--- src/rtl/fft_bfly_pkg.sv ---
package fft_bfly_pkg;
  // Default sample width for real and imaginary parts.
  localparam int unsigned BF_DW    = 8;
  // Fractional bits of the twiddle coefficients.
  localparam int unsigned BF_WFRAC = 7;
  // Lanes handled by the rounding stage: sum re/im, diff re/im.
  localparam int unsigned BF_LANES = 4;
endpackage

--- src/rtl/bfly_round_sat.sv ---
module bfly_round_sat #(
  parameter int unsigned IN_W  = 18,
  parameter int unsigned SHIFT = 1,
  parameter int unsigned OUT_W = 8
) (
  input  logic signed [IN_W-1:0]  din,
  output logic signed [OUT_W-1:0] dout
);
  localparam logic signed [IN_W-1:0] HALF = IN_W'(1 << (SHIFT - 1));
  localparam logic signed [IN_W-1:0] MAXV = IN_W'((1 << (OUT_W - 1)) - 1);
  localparam logic signed [IN_W-1:0] MINV = IN_W'(-(1 << (OUT_W - 1)));

  logic signed [IN_W-1:0] biased;
  logic signed [IN_W-1:0] shifted;

  always_comb begin
    biased  = din + HALF;
    shifted = biased >>> SHIFT;
    if (shifted > MAXV) begin
      dout = MAXV[OUT_W-1:0];
    end else if (shifted < MINV) begin
      dout = MINV[OUT_W-1:0];
    end else begin
      dout = shifted[OUT_W-1:0];
    end
  end
endmodule

--- src/rtl/bfly_cmul.sv ---
module bfly_cmul #(
  parameter int unsigned DW    = 8,
  parameter int unsigned ACC_W = 18
) (
  input  logic signed [DW:0]      d_re,
  input  logic signed [DW:0]      d_im,
  input  logic signed [DW-1:0]    w_re,
  input  logic signed [DW-1:0]    w_im,
  output logic signed [ACC_W-1:0] p_re,
  output logic signed [ACC_W-1:0] p_im
);
  logic signed [ACC_W-1:0] dr_x, di_x, wr_x, wi_x;

  always_comb begin
    dr_x = ACC_W'(d_re);
    di_x = ACC_W'(d_im);
    wr_x = ACC_W'(w_re);
    wi_x = ACC_W'(w_im);
    p_re = (dr_x * wr_x) - (di_x * wi_x);
    p_im = (dr_x * wi_x) + (di_x * wr_x);
  end
endmodule

--- src/rtl/bfly_dif_scaled.sv ---
module bfly_dif_scaled
  import fft_bfly_pkg::*;
#(
  parameter int unsigned DW    = BF_DW,
  parameter int unsigned WFRAC = BF_WFRAC
) (
  input  logic signed [DW-1:0] a_re,
  input  logic signed [DW-1:0] a_im,
  input  logic signed [DW-1:0] b_re,
  input  logic signed [DW-1:0] b_im,
  input  logic signed [DW-1:0] w_re,
  input  logic signed [DW-1:0] w_im,
  output logic signed [DW-1:0] sum_re,
  output logic signed [DW-1:0] sum_im,
  output logic signed [DW-1:0] dif_re,
  output logic signed [DW-1:0] dif_im
);
  // Two products of a (DW+1)-bit difference and a DW-bit twiddle, summed.
  localparam int unsigned ACC_W  = 2 * DW + 2;
  localparam int unsigned SHIFT_S = 1;
  localparam int unsigned SHIFT_D = WFRAC + 1;

  logic signed [DW:0]      d_re, d_im;
  logic signed [ACC_W-1:0] p_re, p_im;
  logic signed [ACC_W-1:0] acc [BF_LANES];
  logic signed [DW-1:0]    res [BF_LANES];

  always_comb begin
    d_re   = (DW+1)'(a_re) - (DW+1)'(b_re);
    d_im   = (DW+1)'(a_im) - (DW+1)'(b_im);
    acc[0] = ACC_W'(a_re) + ACC_W'(b_re);
    acc[1] = ACC_W'(a_im) + ACC_W'(b_im);
    acc[2] = p_re;
    acc[3] = p_im;
  end

  bfly_cmul #(
    .DW   (DW),
    .ACC_W(ACC_W)
  ) i_cmul (
    .d_re(d_re),
    .d_im(d_im),
    .w_re(w_re),
    .w_im(w_im),
    .p_re(p_re),
    .p_im(p_im)
  );

  // Lanes 0..1 halve the sum; lanes 2..3 drop the twiddle fraction and halve.
  for (genvar g = 0; g < BF_LANES; g++) begin : g_lane
    localparam int unsigned SH = (g < 2) ? SHIFT_S : SHIFT_D;
    bfly_round_sat #(
      .IN_W (ACC_W),
      .SHIFT(SH),
      .OUT_W(DW)
    ) i_rnd (
      .din (acc[g]),
      .dout(res[g])
    );
  end

  assign sum_re = res[0];
  assign sum_im = res[1];
  assign dif_re = res[2];
  assign dif_im = res[3];
endmodule

--- config.mk ---
export PLATFORM = sky130hd
export DESIGN_NAME = bfly_dif_scaled
export DESIGN_NICKNAME = d
export VERILOG_FILES = /design/src/rtl/fft_bfly_pkg.sv /design/src/rtl/bfly_round_sat.sv /design/src/rtl/bfly_cmul.sv /design/src/rtl/bfly_dif_scaled.sv
export SDC_FILE = /design/constraint.sdc
export NUM_CORES = 1
export LEC_CHECK = 0
export ABC_CLOCK_PERIOD_IN_PS = 9100
export CAP_MARGIN = 20
export CORE_ASPECT_RATIO = 0.6
export CORE_UTILIZATION = 65
export DETAILED_ROUTE_END_ITERATION = 7
export DONT_BUFFER_PORTS = 1
export GPL_ROUTABILITY_DRIVEN = 0
export PLACE_DENSITY_LB_ADDON = 0.05
export SLEW_MARGIN = 40
export SYNTH_ARGS = -nofsm -noshare
export SYNTH_HDL_FRONTEND = slang
export SYNTH_SLANG_ARGS = --single-unit
--- constraint.sdc ---
create_clock -name vclk -period 9.1
set_input_delay 0.455 -clock vclk [all_inputs]
set_output_delay 0.455 -clock vclk [all_outputs]
set_load 0.02 [all_outputs]
-- Word-level counts from Yosys, hierarchy flattened
Cells that the tools add are included.
- $add $sub $neg: 10
- $mul: 4
- order comparisons: 8
- mux-type cells: 8
- operators by type and width (operator ; number):
    $mul A9 B8 Y17 ; 4
    $mux W8 ; 8
    $add A18 B9 Y18 const B ; 2
    $add A9 B2 Y10 const B ; 2
    $gt A10 B8 Y1 const B ; 2
    $lt A10 B8 Y1 const B ; 2
    $add A18 B18 Y18 ; 1
    $add A8 B8 Y9 ; 2
    $gt A9 B8 Y1 const B ; 2
    $lt A9 B8 Y1 const B ; 2
    $sub A18 B18 Y18 ; 1
    $sub A8 B8 Y9 ; 2
- flip-flop bits (word level): 0
- input port bits: 48
- output and inout port bits: 32
- logic and storage cells: 30

-- Depth between registers and ports, before layout
Gate-level depths: netlist (run 1).
- depth in word-level cells: 7
- gate-level depth with buffers: 34
- depth with buffers taken out: 34

-- Modules after synthesis
Synthesis (run 1) repeated with hierarchy kept, for this count alone.
- cells, all modules: 1744
- area, all modules: 15162.0 µm²
- modules (own cells, without submodules) (module ; instances ; cells an instance ; area an instance (µm²) ; seq. area each (µm²)):
    bfly_cmul ; 1 ; 1273 ; 11716.2 ; 0.0
    bfly_dif_scaled ; 1 ; 225 ; 1601.5 ; 0.0
    bfly_round_sat at g_lane[0].i_rnd ... ; 2 ; 76 ; 564.3 ; 0.0
    bfly_round_sat at g_lane[2].i_rnd ... ; 2 ; 47 ; 357.8 ; 0.0

-- Worst setup path after synthesis (run 1)
No wires, ideal clock.
- path type: input port to output port
- start: input b_im[1]
- end: output dif_re[0]
- data arrival time: 7.814 ns
- required time: 8.645 ns
- path slack: 0.831 ns
- cell stages on the path: 31
- path buffers: 2
- cells stage by stage: inv_1 ha_1 nor2b_1 o21ai_0 a21oi_1 o21ai_0 a21oi_1 o21ai_0 and3_1 clkbuf_1 or3b_2 fa_1 fa_1 inv_1 fa_1 fa_1 ha_1 a21oi_1 nor2b_1 o21a_1 nor3_1 o31ai_1 o41ai_1 xnor2_1 ha_1 ha_1 clkbuf_1 or4b_2 o211ai_1 o32ai_1 a211oi_1
- cells in the longest elaborated chain, start to end: 7
- ends and longest elaborated chain (element ; line ; RTL):
    start: declaration ; bfly_dif_scaled.sv:10 ; input logic signed [DW-1:0] b_im,
    $sub A8 B8 Y9 * ; bfly_dif_scaled.sv:30 ; d_im = (DW+1)'(a_im) - (DW+1)'(b_im);
    $mul A9 B8 Y17 * ; bfly_cmul.sv:19 ; p_re = (dr_x * wr_x) - (di_x * wi_x);
    $sub A18 B18 Y18 * ; bfly_cmul.sv:19 ;
    $add A18 B9 Y18 * ; bfly_round_sat.sv:17 ; biased = din + HALF;
    $lt A10 B8 Y1 ; bfly_round_sat.sv:21 ; end else if (shifted < MINV) begin
    $mux W8 ; bfly_round_sat.sv:21 ;
    $mux W8 * ; bfly_round_sat.sv:19 ; if (shifted > MAXV) begin
    end: declaration ; bfly_dif_scaled.sv:15 ; output logic signed [DW-1:0] dif_re,
Every way passes the cells marked *; elsewhere a longest branch is shown, timed or not.

-- Worst setup path in the final report (run 1)
Same ends and word-level chain as after synthesis.

==> results of run 1 <==
per-layer routing:
layer	GRT usage [%]	share of wire (%)
met2	45.2	42
met5	0	0
met1	47.1	51
met3	3.51	6.9
met4	1.22	0.46
path summary, 6_finish.rpt:
| check | from | to | slack [ns] | cells after the start |
|---|---|---|---|---|
| setup / recovery | b_im[1] | dif_re[0] | 0.41 | 31 |
| hold / removal | b_re[6] | sum_re[6] | 1.25 | 2 |
Yosys cell counts (6+ instances only):
cell,number,area share (%)
or2_2,6,0.27
and3_1,10,0.45
xnor2_1,86,5.4
clkbuf_1,40,1.1
or3b_2,7,0.44
nand3_1,15,0.54
xor2_1,44,2.8
ha_1,244,22
and2_1,177,7.9
nor3b_1,20,1.1
or3_1,6,0.27
inv_1,303,8.1
a21o_1,32,1.7
nand2_1,66,1.8
o21a_1,15,0.80
a21oi_1,67,2.4
fa_1,226,32
nand2b_1,6,0.27
nor2_1,63,1.7
o21bai_1,23,1.2
nor2b_1,19,0.85
o21ai_0,22,0.79
nor3_1,15,0.54
kinds of logic after synthesis:
kind of cell / after synthesis / synth area share, %
buffers and inverters: 349 / 9.39
xor gates and xnor gates: 133 / 8.60
adders and majority gates: 470 / 54.1
muxes: 4 / 0.286
and+or+nand+nor: 423 / 16.8
AOI/OAI and AO/OA: 223 / 10.8
per-stage QoR:
stage          std cells  instance area (sq um)  setup slack, ns  hold slack (ns)
3_5_place_dp        1863                  14400            0.325             1.25
5_1_grt             1864                  14500           0.0350             1.28
2_1_floorplan       1602                  14000            0.831             1.23
6_report            1864                  14500            0.415             1.25
4_1_cts             1863                  14400            0.305             1.25
3_3_place_gp        1863                  14400            0.453             1.25
area by class of cell:
type | instances | area [sq um]
fillers | 1754 | 6620
inverters | 304 | 1140
well taps | 279 | 349
repair buffers | 28 | 210
multi-input cells | 1253 | 12800
worst max-delay path: cells and delay by family:
kind / cells / cell delay, ns
AO/OA/AOI/OAI: 11 / 1.93
XOR/XNOR: 1 / 0.15
adder cells (fa/ha/maj): 8 / 3.22
buffers and inverters: 6 / 0.58
AND/OR/NAND/NOR: 5 / 1.88
timing repair:
action	4_1_cts	5_1_grt
hold buffers	0	0
buffers inserted	0	1
setup endpoints to repair	0	16
resized for setup	0	16
==> flow_summary_export.csv, run 1 <==
group,metric,value,unit
outcome,status,"complete, no violations",
timing,slew_headroom,45.6,%
final_layout,drive_above_1_share,4.48,%
run,max_cap_viol_count,0,
timing,fmaxAchievable,0.115,GHz
routing,firstDrtPassIters,5,
worst_hold_path,hold_path.class,"in2out",
final_layout,area_growth,3.26,%
timing,setup_viol,0,
grt,grt_pass1_vias,10500,
setup_path,crit_type,"in2out",
floorplanning,ios,80,
setup_path,cp_slowest_cell,"or4b_2",
floorplanning,start_util,66.4,%
routing,vias,10400,
grt,grt_pass1_wl,52.3,mm
setup_path,cp-start-kind,"input port",
final_layout,nClkBuffers,0,
routing,drt_iter0_drc,567,
final_layout,nNetsFinal,2105,
synthesis,syn_nets,2120,
floorplanning,die_h,116,microns
synthesis,syn_inst,1602,
final_layout,flops_and_latches,0,
floorplanning,dieArea,0.0222,sq mm
floorplanning,num_rows,41,
setup_path,critPathMaxStageDelay,0.68,ns
synthesis,syn-cell-area,0.0140,sq mm
timing,fin_crit,8.69,ns
timing,slew_viol_final,0,
grt,antenna_found_initial,0,
grt,grt_start_max_net_pins,23,
synthesis,avgSynthCellArea,8.74,sq um
routing,drt-vias-per-instance,5.58,
setup_path,critPathArrivalTime,8.23,ns
timing,hold_viol_final,0,
synthesis,yosysWarnings,0,
final_layout,diodes,0,
final_layout,utilization,68.6,%
final_layout,layout_common_cells,"inv_1, ha_1, fa_1",
routing,route.detailed.drc,0,
floorplanning,coreArea,0.0211,sq mm
grt,grt-ovfl-total,0,
synthesis,synth-seq-area-share,0,%
timing,period_share,95.4,%
setup_path,critPathMaxFanout,11,
final_layout,layout_commonest_cell,"inv_1",
timing,rsz0062_at_grt,"no",
grt,grt_usage,29.6,%
floorplanning,die_x,191,microns
routing,drt_wl_total,30.9,mm
routing,postRouteAntennaNets,0,
setup_path,crit_required,8.65,ns
timing,worst_pin_slew,0.814,ns
synthesis,ys_types,71,
placed_design,port_buffers,0,
setup_path,end_kind,"primary output",
final_layout,regArea,0,sq um
timing,setup-tns-final,0,ns
routing,detail_route.wl_per_cell,16.6,microns
placed_design,dp_hpwl,26.2,mm
Power of run 1 is left out: the tool's default activity adds up to more than one toggle a clock period on the data nets, which glitch-free logic cannot reach.
==> inputs of run 2 (changes only) <==
- ABC_CLOCK_PERIOD_IN_PS: 9100 -> 7300
- CORE_UTILIZATION: 65 -> 62
- SETUP_SLACK_MARGIN: unset -> 0.05
- clock period: 9.1 -> 7.3 ns (I/O delays scaled with it)
==> run 2 against run 1 <==
  * The run now ends with negative setup slack left
  * Worst hold slack got worse by 0.18 ns
  * Critical path depth is 1 higher
  * First-iteration DRC count rose by 11%
  * Via count increased by 10%
  * Cell area up 20%
  * Clock-buffer cell count unchanged
  * Setup slack got worse by 0.84 ns
  * Routed wire length up 14%
  * Critical endpoint unchanged
  * Largest cell class unchanged
==> flow_summary_export.csv, run 2 (synthesized netlist as in run 1, its figures left out) <==
group,metric,value,unit
routing,vias,11400,
timing,hold_viol_final,0,
routing,firstDrtPassIters,5,
timing,fin_crit,7.72,ns
timing,slew_headroom,52.7,%
routing,detail_route.wl_per_cell,16.9,microns
timing,slew_viol_final,0,
final_layout,drive_above_1_share,24.3,%
floorplanning,ios,80,
outcome,violations,"negative setup slack",
setup_path,crit_type,"in2out",
routing,drt-vias-per-instance,5.49,
floorplanning,dieArea,0.0232,sq mm
grt,grt_pass1_wl,58.3,mm
setup_path,cp_top_family,"adder cells",
timing,setup_ws,-0.424,ns
routing,drt_wl_total,35.1,mm
final_layout,nClkBuffers,0,
final_layout,regArea,0,sq um
run,max_cap_viol_count,0,
final_layout,layout_commonest_cell,"inv_1",
routing,drt_iter0_drc,627,
final_layout,area_growth,24.4,%
grt,antenna_found_initial,0,
routing,route.detailed.drc,0,
setup_path,cp_slowest_cell,"fa_1",
final_layout,design_area,0.0174,sq mm
setup_path,crit_buf_inv,5,
setup_path,end_kind,"primary output",
grt,grt-ovfl-total,0,
floorplanning,num_rows,42,
floorplanning,coreArea,0.0221,sq mm
worst_hold_path,hold_path.class,"in2out",
grt,grt_pass1_vias,12000,
final_layout,flops_and_latches,0,
final_layout,fill_cells,1507,
final_layout,nNetsFinal,2319,
timing,fmaxAchievable,0.129,GHz
setup_path,critPathMaxStageDelay,0.52,ns
timing,worst_pin_slew,0.704,ns
clock_network,cts_hold_repair.buffers,0,
final_layout,layout_common_cells,"inv_1, buf_4, fa_1",
floorplanning,start_util,63.4,%
worst_hold_path,whs_endpoint,"sum_im[6]",
setup_path,crit_required,6.93,ns
grt,grt_usage,31.0,%
routing,postRouteAntennaNets,0,
timing,rsz0062_at_grt,"yes",
worst_hold_path,hold_depth,2,
floorplanning,die_x,196,microns
placed_design,port_buffers,0,
setup_path,critPathArrivalTime,7.36,ns
timing,period_share,106,%
placed_design,placed_area,0.0163,sq mm
setup_path,cp.depth,32,
setup_path,critPathMaxFanout,5,
outcome,status,"finished, violations left",
floorplanning,die_h,118,microns
setup_path,cp-start-kind,"input port",
final_layout,diodes,0,
worst_hold_path,min_from,"b_im[6]",
placed_design,dp_hpwl,28.8,mm
timing,setup_viol,16,
grt,grt_start_max_net_pins,23,
==> run 2: cell types whose count changed in the layout (fill, tap and decap cells not counted), moves of 9 or more <==
cell,before,now
a21oi_1,64,38
a21oi_2,5,19
nor2_1,63,54
xnor2_1,86,70
buf_6,0,12
buf_4,28,224
ha_4,0,31
a21oi_4,0,12
xnor2_2,1,17
o21ai_0,18,5
ha_1,244,212
==> run 2: metrics by stage <==
step / TNS (ns) / hold slack, ns / setup slack (ns) / cells / utilization [%]
floorplan: -1.44 / 1.01 / -0.180 / 1602 / -
global placement: -9.39 / 1.06 / -0.662 / 2057 / 73.8
detailed placement: -12.01 / 1.07 / -0.875 / 2057 / 73.8
CTS: -4.87 / 1.07 / -0.395 / 2074 / 76.6
global route: -9.93 / 1.10 / -0.683 / 2085 / 78.9
finish: -6.44 / 1.07 / -0.424 / 2085 / 78.9
==> run 2: worst max path at each step <==
| stage | slack, ns | to | from |
|---|---|---|---|
| after detailed placement | -0.88 | dif_im[0] | b_re[1] |
| after CTS | -0.40 | dif_im[0] | a_re[0] |
| after floorplan | -0.18 | dif_im[0] | b_re[1] |
| after global placement | -0.66 | dif_im[0] | b_re[1] |
| after global routing | -0.68 | dif_im[0] | a_re[0] |
| final | -0.42 | dif_re[0] | b_im[1] |
==> run 2: per-layer routing <==
metal / GRT usage [%] / part of all wire, % / wire length (microns)
met4: 2.25 / 0.78 / 275
met2: 49.3 / 44 / 15600
met1: 47.5 / 49 / 17100
met3: 3.11 / 6.1 / 2160
met5: 0 / 0 / 0
==> run 2: what timing repair did <==
item,4_1_cts,5_1_grt
setup buffers,18,12
setup endpoints to repair,16,16
pin swaps,74,80
hold endpoints to repair,0,0
gates resized for setup,92,77
==> run 2: area by class of cell <==
type | instances | area [sq um] | area share, %
repair buffers | 242 | 1940 | 11.1
multi-input cells | 1253 | 13900 | 80.1
well taps | 286 | 358 | 2.05
inverters | 304 | 1170 | 6.75
Power of run 2 is left out for the same reason.
==> inputs of run 3 (changes only) <==
- ABC_CLOCK_PERIOD_IN_PS: 7300 -> 8200
- CORE_UTILIZATION: 62 -> 67
- clock period: 7.3 -> 8.2 ns (I/O delays scaled with it)
==> run 3 against run 2 <==
  * The flow now finishes without violations
  * Critical path depth stayed put
  * First-iteration DRC count is 2.7% higher
  * Routed wire length decreased by 4.8%
  * Highest routed layer unchanged
  * Setup slack improved by 0.63 ns
  * Critical endpoint is now dif_im[4]
  * Via count shrank 3.8%
==> flow_summary_export.csv, run 3 (synthesized netlist as in run 1, its figures left out) <==
group,metric,value,unit
run,max_cap_viol_count,0,
floorplanning,coreArea,0.0202,sq mm
setup_path,cp_top_family,"adder cells",
final_layout,fill_cells,1429,
routing,drt_wl_total,33.4,mm
timing,slew_headroom,52.0,%
setup_path,crit_buf_inv,4,
floorplanning,ios,80,
routing,firstDrtPassIters,5,
routing,drt_iter0_drc,644,
floorplanning,start_util,69.3,%
floorplanning,num_rows,40,
clock_network,cts_hold_repair.buffers,0,
setup_path,critPathMaxFanout,8,
routing,vias,11000,
timing,fmaxAchievable,0.125,GHz
placed_design,pre_cts_ws,-0.233,ns
setup_path,crit_required,7.79,ns
final_layout,flops_and_latches,0,
timing,setup_viol,0,
timing,worst_pin_slew,0.714,ns
setup_path,crit_type,"in2out",
setup_path,crit_top_cell,"fa_1",
routing,drt-vias-per-instance,5.70,
timing,fin_crit,7.99,ns
placed_design,numPlacedInstances,1912,
final_layout,nNetsFinal,2179,
grt,grt_usage,31.0,%
floorplanning,die_h,114,microns
final_layout,regArea,0,sq um
setup_path,critPathArrivalTime,7.58,ns
final_layout,drive_above_1_share,15.1,%
routing,postRouteAntennaNets,0,
final_layout,layout_commonest_cell,"inv_1",
outcome,status,"complete, no violations",
worst_hold_path,hold_path.class,"in2out",
grt,grt_start_max_net_pins,23,
timing,setup_ws,0.207,ns
floorplanning,dieArea,0.0215,sq mm
floorplanning,die_x,189,microns
setup_path,end_kind,"primary output",
routing,detail_route.wl_per_cell,17.3,microns
setup_path,cp_slowest_cell,"fa_1",
final_layout,nClkBuffers,0,
grt,grt_pass1_vias,11100,
final_layout,area_growth,12.9,%
timing,slew_viol_final,0,
timing,rsz0062_at_grt,"yes",
timing,period_share,97.5,%
routing,route.detailed.drc,0,
grt,grt-ovfl-total,0,
final_layout,fin_cells,1933,
setup_path,critPathMaxStageDelay,0.59,ns
placed_design,dp_hpwl,27.2,mm
placed_design,port_buffers,0,
grt,antenna_found_initial,1,
final_layout,layout_common_cells,"inv_1, fa_1, ha_1",
grt,grt_pass1_wl,54.1,mm
timing,hold_viol_final,0,
setup_path,cp-start-kind,"input port",
==> run 3: changes by cell type in the layout (fill, tap and decap cells not counted), sizes merged <==
cell    change
buf       -140
clkinv      -1
diode       +1
inv         +1
==> run 3: what timing repair did <==
item,4_1_cts,5_1_grt
pin swaps,18,95
buffers inserted,2,18
resized for setup,26,140
setup endpoints to repair,16,16
==> run 3: final cells by class <==
| class | instances | area [sq um] | share of cell area (%) |
|---|---|---|---|
| diodes | 1 | 2.50 | 0.0158 |
| multi-input cells | 1253 | 13500 | 85.5 |
| inverters | 304 | 1140 | 7.22 |
| repair buffers | 102 | 816 | 5.16 |
| well taps | 273 | 342 | 2.16 |
==> run 3: worst paths after layout <==
kind                    start         to  slack, ns  cells after the start
worst max-delay path  b_im[1]  dif_im[4]       0.21                     32
worst min-delay path  b_im[6]  sum_im[6]       1.16                      2
==> run 3: stage by stage <==
stage / hold slack [ns] / setup TNS [ns] / instance area, sq um / util, %
floorplan: 1.14 / 0 / 14000 / -
global route: 1.18 / -0.153 / 15800 / 78.2
finish: 1.16 / 0 / 15800 / 78.2
CTS: 1.16 / 0 / 14900 / 73.7
global placement: 1.16 / -0.00773 / 14800 / 73.2
detailed placement: 1.16 / -2.63 / 14800 / 73.2
==> run 3: layer usage <==
layer | GRT usage, % | up-vias | share of wire [%]
met5 | 0 | - | 0
met3 | 5.69 | 18 | 6.7
met1 | 46.8 | 5475 | 49
met4 | 2.20 | 0 | 0.38
li1 | - | 5226 | -
met2 | 48.3 | 290 | 44
